<file path="src/rtl/dma_chan_regs.sv">
module dma_chan_regs #(
  parameter int NCH = 4,
  parameter int WORD_MODE = 0,
  localparam int PORT_W = 4 + WORD_MODE,
  localparam int CHW = (NCH > 1) ? $clog2(NCH) : 1
) (
  input  logic              clk,
  input  logic              rst_n,
  input  logic              bus_wr,
  input  logic              bus_rd,
  input  logic [PORT_W-1:0] bus_port,
  input  logic [7:0]        bus_wdata,
  output logic [7:0]        bus_rdata,
  input  logic              bptr_clr,
  input  logic              bptr_set,
  output logic              bptr,
  input  logic [NCH-1:0]    chan_dec,
  input  logic              prog_we,
  input  logic [CHW-1:0]    prog_ch,
  input  logic [15:0]       prog_count
);

  logic [15:0] base_a [NCH];
  logic [15:0] base_c [NCH];
  logic [15:0] cur_a  [NCH];
  logic [15:0] cur_c  [NCH];

  wire [3:0]     idx    = bus_port[WORD_MODE +: 4];
  wire [CHW-1:0] sel    = idx[CHW:1];
  wire           is_cnt = idx[0];
  wire           rd_en  = bus_rd & ~bus_wr;

  logic [15:0] live;
  always_comb begin
    if (is_cnt)
      live = base_c[sel] - cur_c[sel];
    else if (chan_dec[sel])
      live = cur_a[sel] - cur_c[sel];
    else
      live = cur_a[sel] + cur_c[sel];
  end

  always_ff @(posedge clk) begin
    if (!rst_n) begin
      for (int i = 0; i < NCH; i++) begin
        base_a[i] <= '0;
        base_c[i] <= '0;
        cur_a[i]  <= '0;
        cur_c[i]  <= '0;
      end
    end else begin
      for (int i = 0; i < NCH; i++) begin
        if (bus_wr && sel == CHW'(i)) begin
          if (!bptr) begin
            if (is_cnt) base_c[i][7:0] <= bus_wdata;
            else        base_a[i][7:0] <= bus_wdata;
          end else begin
            if (is_cnt) begin
              base_c[i][15:8] <= bus_wdata;
              cur_a[i]        <= base_a[i];
            end else begin
              base_a[i][15:8] <= bus_wdata;
              cur_a[i]        <= {bus_wdata, base_a[i][7:0]};
            end
            cur_c[i] <= '0;
          end
        end else if (prog_we && prog_ch == CHW'(i)) begin
          cur_c[i] <= prog_count;
        end
      end
    end
  end

  always_ff @(posedge clk) begin
    if (!rst_n)             bptr <= 1'b0;
    else if (bptr_clr)      bptr <= 1'b0;
    else if (bptr_set)      bptr <= 1'b1;
    else if (bus_wr | bus_rd) bptr <= ~bptr;
  end

  always_ff @(posedge clk) begin
    if (!rst_n)     bus_rdata <= '0;
    else if (rd_en) bus_rdata <= bptr ? live[15:8] : live[7:0];
  end

endmodule

</file>
<file path="config.mk">
export PLATFORM = sky130hd
export DESIGN_NAME = dma_chan_regs
export DESIGN_NICKNAME = d
export VERILOG_FILES = /design/src/rtl/dma_chan_regs.sv
export SDC_FILE = /design/constraint.sdc
export NUM_CORES = 1
export LEC_CHECK = 0
export BUFFER_PORTS_ARGS = -buffer_cell sky130_fd_sc_hd__buf_2
export CAP_MARGIN = 5
export CORE_MARGIN = 2
export CORE_UTILIZATION = 65
export CTS_BUF_LIST = sky130_fd_sc_hd__clkbuf_8
export CTS_CLUSTER_SIZE = 24
export DETAILED_ROUTE_END_ITERATION = 8
export GPL_ROUTABILITY_DRIVEN = 0
export PLACE_DENSITY = 0.83
export SLEW_MARGIN = 0
export SYNTH_ARGS = -nofsm -noshare
export SYNTH_HDL_FRONTEND = slang
export SYNTH_SLANG_ARGS = --single-unit
</file>
<file path="constraint.sdc">
create_clock -name clk -period 13.06 [get_ports clk]
set_input_delay 0.653 -clock clk [delete_from_list [all_inputs] [get_ports clk]]
set_output_delay 0.653 -clock clk [all_outputs]
set_load 0.05 [all_outputs]
</file>
==> impl_metrics.env <==
export IMPL_run_status="finished, final reports clean"
export IMPL_core_area_um2=20040
export IMPL_drt_pre_antenna_iters=5
export IMPL_cts_hold_buf=0
export IMPL_total_leakage_power_nw=5.742
export IMPL_fin_setup_tns_ns=0
export IMPL_seqCellArea_um2=7868
export IMPL_design_die_area_um2=21380
export IMPL_worst_hold_path_type="input port to flip-flop"
export IMPL_total_power_mw=2.001
export IMPL_chipWidth_um=146.2
export IMPL_placement_rows=52
export IMPL_start_kind="input port"
export IMPL_first_iteration_detailed_routing_drc_count=869
export IMPL_first_pass_grt_wire_length_um=45780
export IMPL_worstReg2RegStart="cur_c[3][5]"
export IMPL_io_pin_count=50
export IMPL_synth_fp_nets=1033
export IMPL_critical_path_data_arrival_time_ns=5.41
export IMPL_dp_hpwl_um=20210
export IMPL_vias_in_the_first_global_route=8170
export IMPL_postSynth_asyncResetShare_pct=0
export IMPL_skew_ns=0.01841
export IMPL_synth_main_ff_cell="sky130_fd_sc_hd__edfxtp_1"
export IMPL_placedCellCount=1244
export IMPL_layout_drive_gt1_share_pct=17.05
export IMPL_clkSlewWorstSetupHoldPaths_ns=0.06
export IMPL_fin_util_pct=72.14
export IMPL_timing_rr_end="bus_rdata[7]"
export IMPL_fmax_mhz=200.9
export IMPL_drt_total_wl_um=29920
export IMPL_setup_repair_after_global_routing_missed_its_margin="false"
export IMPL_antenna_left=0
export IMPL_synth_yosys_warnings=0
export IMPL_route_vias_total=8206
export IMPL_die_h_um=146.2
export IMPL_cts_max_path_buffers=3
export IMPL_worst_pin_slew_ns=1.306
export IMPL_vdd_ir_drop_worst_uv=78.13
export IMPL_timing_max_cap_violations=0
export IMPL_count_of_state_elements_after_synthesis=265
export IMPL_filler_cell_count=1310
export IMPL_cts_num_sinks=265
export IMPL_footprint_of_the_multi_input_gates_um2=5000
export IMPL_place_port_buffers=48
export IMPL_synth_avg_cell_area_um2=13.71
export IMPL_grt_total_usage_pct=28.65
export IMPL_timing_final_crit_period_ns=4.977
export IMPL_synth_cell_area_um2=13150
export IMPL_worst_path_max_fanout=27
export IMPL_launching_instance_or_port_of_the_critical_path="bus_port[1]"
export IMPL_timing_critical_path_to_type="flip-flop"
export IMPL_grt_antenna_before_repair=1
export IMPL_number_of_enable_flip_flop_cells_after_synthesis=256
export IMPL_cts_tree="built"
export IMPL_postCtsSetupRepairBufs=0
export IMPL_pwr_density_cell_nw_per_um2=138.4
export IMPL_timing_reg2reg_worst_path_depth=12
export IMPL_detail_route_vias_per_cell=6.212
export IMPL_cts_made_buffers=43
export IMPL_reg2reg_slack_ns=8.91
export IMPL_drc=0
export IMPL_data_required_critical_path_ns=13.49
export IMPL_setup_viol_count_final=0
export IMPL_overflow=0
export IMPL_root_buffer="sky130_fd_sc_hd__clkbuf_8"
export IMPL_seq_area_frac_synth_pct=59.85
export IMPL_synth_cells=959
export IMPL_clock_insertion_delay_at_the_later_pin_of_the_skew_report_ns=0.57
export IMPL_worst_setup_path_endpoint="bus_rdata[7]"
export IMPL_grt_max_degree=54
export IMPL_post_layout_nonfiller_instances=1321
export IMPL_initial_standard_cell_utilization_of_the_core_pct=65.60
export IMPL_yosysUniqueCellTypes=63
export IMPL_path_class="input port to flip-flop"
export IMPL_cts_htree_levels=2
export IMPL_slew_headroom_pct=12.00
export IMPL_final_nets=1093
export IMPL_timing_max_transition_violations_final=0
export IMPL_timing_final_crit_share_pct=38.11
export IMPL_final_hold_violation_count=0
export IMPL_routedWlPerCell_um=22.65
export IMPL_area_growth_synth_to_final_pct=9.976
export IMPL_cts_repair_resize_count=0
-- registers in the layout, indices dropped and copies added, names as in the netlist --
signal and cells:
base_a 64, bus_rdata 8, cur_c 64, cur_a 64
base_c 64, bptr 1
-- synthesized netlist by cell type, types with 3 or more instances --
| cell | count | area, um2 |
|---|---|---|
| sky130_fd_sc_hd__nand3b_1 | 3 | 22.52 |
| sky130_fd_sc_hd__o21bai_1 | 3 | 22.52 |
| sky130_fd_sc_hd__inv_1 | 23 | 86.33 |
| sky130_fd_sc_hd__o21ai_0 | 16 | 80.08 |
| sky130_fd_sc_hd__o211ai_1 | 5 | 37.54 |
| sky130_fd_sc_hd__o31ai_1 | 3 | 22.52 |
| sky130_fd_sc_hd__buf_2 | 3 | 15.01 |
| sky130_fd_sc_hd__and3_1 | 6 | 37.54 |
| sky130_fd_sc_hd__a21oi_1 | 24 | 120.1 |
| sky130_fd_sc_hd__nor2_1 | 47 | 176.4 |
| sky130_fd_sc_hd__nor2b_1 | 5 | 31.28 |
| sky130_fd_sc_hd__mux2i_1 | 4 | 40.04 |
| sky130_fd_sc_hd__or2_2 | 5 | 31.28 |
| sky130_fd_sc_hd__nand2b_1 | 4 | 25.02 |
| sky130_fd_sc_hd__nand4_1 | 4 | 25.02 |
| sky130_fd_sc_hd__o21a_1 | 10 | 75.07 |
| sky130_fd_sc_hd__and2_1 | 226 | 1414 |
| sky130_fd_sc_hd__ha_1 | 31 | 387.9 |
| sky130_fd_sc_hd__nor3_1 | 11 | 55.05 |
| sky130_fd_sc_hd__nor3b_1 | 4 | 30.03 |
| sky130_fd_sc_hd__nand3_1 | 10 | 50.05 |
| sky130_fd_sc_hd__o21ai_1 | 11 | 55.05 |
| sky130_fd_sc_hd__a211oi_1 | 3 | 22.52 |
| sky130_fd_sc_hd__xnor2_1 | 27 | 236.5 |
| sky130_fd_sc_hd__nand2_1 | 19 | 71.32 |
| sky130_fd_sc_hd__a31oi_1 | 7 | 43.79 |
| sky130_fd_sc_hd__mux4_2 | 50 | 1126 |
| sky130_fd_sc_hd__a41oi_1 | 5 | 43.79 |
| sky130_fd_sc_hd__or3_1 | 4 | 25.02 |
| sky130_fd_sc_hd__a21o_1 | 41 | 307.8 |
| sky130_fd_sc_hd__edfxtp_1 | 256 | 7687 |
| sky130_fd_sc_hd__clkbuf_1 | 31 | 116.4 |
| sky130_fd_sc_hd__xor2_1 | 8 | 70.07 |
| sky130_fd_sc_hd__buf_1 | 9 | 33.78 |
| sky130_fd_sc_hd__dfxtp_1 | 9 | 180.2 |
-- power breakdown --
group          total (mW)  internal, mW  switching [mW]
registers           0.984         0.972          0.0128
logic               0.316         0.125           0.191
clock network       0.700         0.371           0.329
total                2.00          1.47           0.534
-- metrics by stage --
stage                     cell area [um2]  hold WS [ns]  setup slack (ns)
after floorplan                     13150        0.4944             8.507
after global placement              13630        0.4428             7.670
after detailed placement            13630        0.4460             7.551
after CTS                           14450        0.2799             8.111
after global routing                14460        0.2830             7.739
final                               14460        0.2977             8.083
-- cell families after synthesis --
| family | count (synthesis) | synth area share (%) |
|---|---|---|
| XOR/XNOR | 36 | 2.456 |
| AO/OA/AOI/OAI | 142 | 7.310 |
| buffers and inverters | 69 | 2.113 |
| multiplexers | 55 | 8.957 |
| AND/OR/NAND/NOR | 359 | 16.06 |
| adder cells (fa/ha/maj) | 33 | 3.255 |
| flip-flops | 265 | 59.85 |
-- placed cells by master (no fill, tap or decap), types with 4 or more instances in the layout --
| cell type | synthesis | layout |
|---|---|---|
| sky130_fd_sc_hd__edfxtp_1 | 256 | 256 |
| sky130_fd_sc_hd__xnor2_1 | 27 | 27 |
| sky130_fd_sc_hd__a21oi_1 | 24 | 24 |
| sky130_fd_sc_hd__or2_2 | 5 | 5 |
| sky130_fd_sc_hd__nand2_1 | 19 | 19 |
| sky130_fd_sc_hd__buf_2 | 3 | 47 |
| sky130_fd_sc_hd__o21a_1 | 10 | 10 |
| sky130_fd_sc_hd__nor2b_1 | 5 | 5 |
| sky130_fd_sc_hd__nand3_1 | 10 | 10 |
| sky130_fd_sc_hd__nor2_1 | 47 | 47 |
| sky130_fd_sc_hd__o21ai_0 | 16 | 16 |
| sky130_fd_sc_hd__mux2i_1 | 4 | 4 |
| sky130_fd_sc_hd__mux4_2 | 50 | 50 |
| sky130_fd_sc_hd__clkinv_1 | 0 | 11 |
| sky130_fd_sc_hd__dfxtp_1 | 9 | 9 |
| sky130_fd_sc_hd__nand4_1 | 4 | 4 |
| sky130_fd_sc_hd__xor2_1 | 8 | 8 |
| sky130_fd_sc_hd__buf_4 | 0 | 13 |
| sky130_fd_sc_hd__nor3b_1 | 4 | 4 |
| sky130_fd_sc_hd__a21o_1 | 41 | 41 |
| sky130_fd_sc_hd__or3_1 | 4 | 4 |
| sky130_fd_sc_hd__o211ai_1 | 5 | 5 |
| sky130_fd_sc_hd__ha_1 | 31 | 31 |
| sky130_fd_sc_hd__nor3_1 | 11 | 11 |
| sky130_fd_sc_hd__a41oi_1 | 5 | 5 |
| sky130_fd_sc_hd__nand2b_1 | 4 | 4 |
| sky130_fd_sc_hd__and3_1 | 6 | 6 |
| sky130_fd_sc_hd__a31oi_1 | 7 | 7 |
| sky130_fd_sc_hd__clkinv_2 | 0 | 5 |
| sky130_fd_sc_hd__inv_1 | 23 | 32 |
| sky130_fd_sc_hd__and2_1 | 226 | 226 |
| sky130_fd_sc_hd__clkbuf_8 | 0 | 43 |
| sky130_fd_sc_hd__o21ai_1 | 11 | 11 |
-- metal layers --
layer	part of all wire (%)	up-vias	routed length [um]	track usage, %
li1	-	3699	-	-
met1	38	3991	11460	38.82
met2	49	439	14520	46.27
met3	9.4	77	2806	5.531
met4	3.8	0	1135	12.14
met5	0	-	0	0
-- layout make-up --
class,instances,area share [%]
Clock buffer,43,4.094
Tap cell,270,2.337
Timing Repair Buffer,60,2.302
Clock inverter,33,1.618
Antenna cell,1,0.01731
Inverter,24,0.6232
Multi-Input combinational cell,625,34.59
Sequential cell,265,54.42
-- worst max-delay path, cell delays in order --
cell                       delay, ns
sky130_fd_sc_hd__buf_4          0.46
sky130_fd_sc_hd__buf_4          0.56
sky130_fd_sc_hd__mux4_2         0.67
sky130_fd_sc_hd__inv_1          0.12
sky130_fd_sc_hd__ha_1           0.32
sky130_fd_sc_hd__a21oi_1        0.13
sky130_fd_sc_hd__xnor2_1        0.22
sky130_fd_sc_hd__ha_1           0.31
sky130_fd_sc_hd__a21o_1         0.24
sky130_fd_sc_hd__o41ai_2        0.56
sky130_fd_sc_hd__a221oi_1       0.22
sky130_fd_sc_hd__a31o_2         0.29
sky130_fd_sc_hd__a21oi_1        0.17
sky130_fd_sc_hd__xnor2_1        0.09
sky130_fd_sc_hd__a221o_1        0.36
-- worst min path at each step --
stage	from	end	slack, ns	cells past startpoint
CTS	bptr_clr	bptr	0.28	2
global placement	bus_rdata[4]	bus_rdata[4]	0.44	2
finish	bptr_clr	bptr	0.30	2
floorplan	base_a[0][10]	cur_a[0][10]	0.49	1
detailed placement	bus_rdata[4]	bus_rdata[4]	0.45	2
global route	bptr_clr	bptr	0.28	2
(Power assumes the default switching activity.)
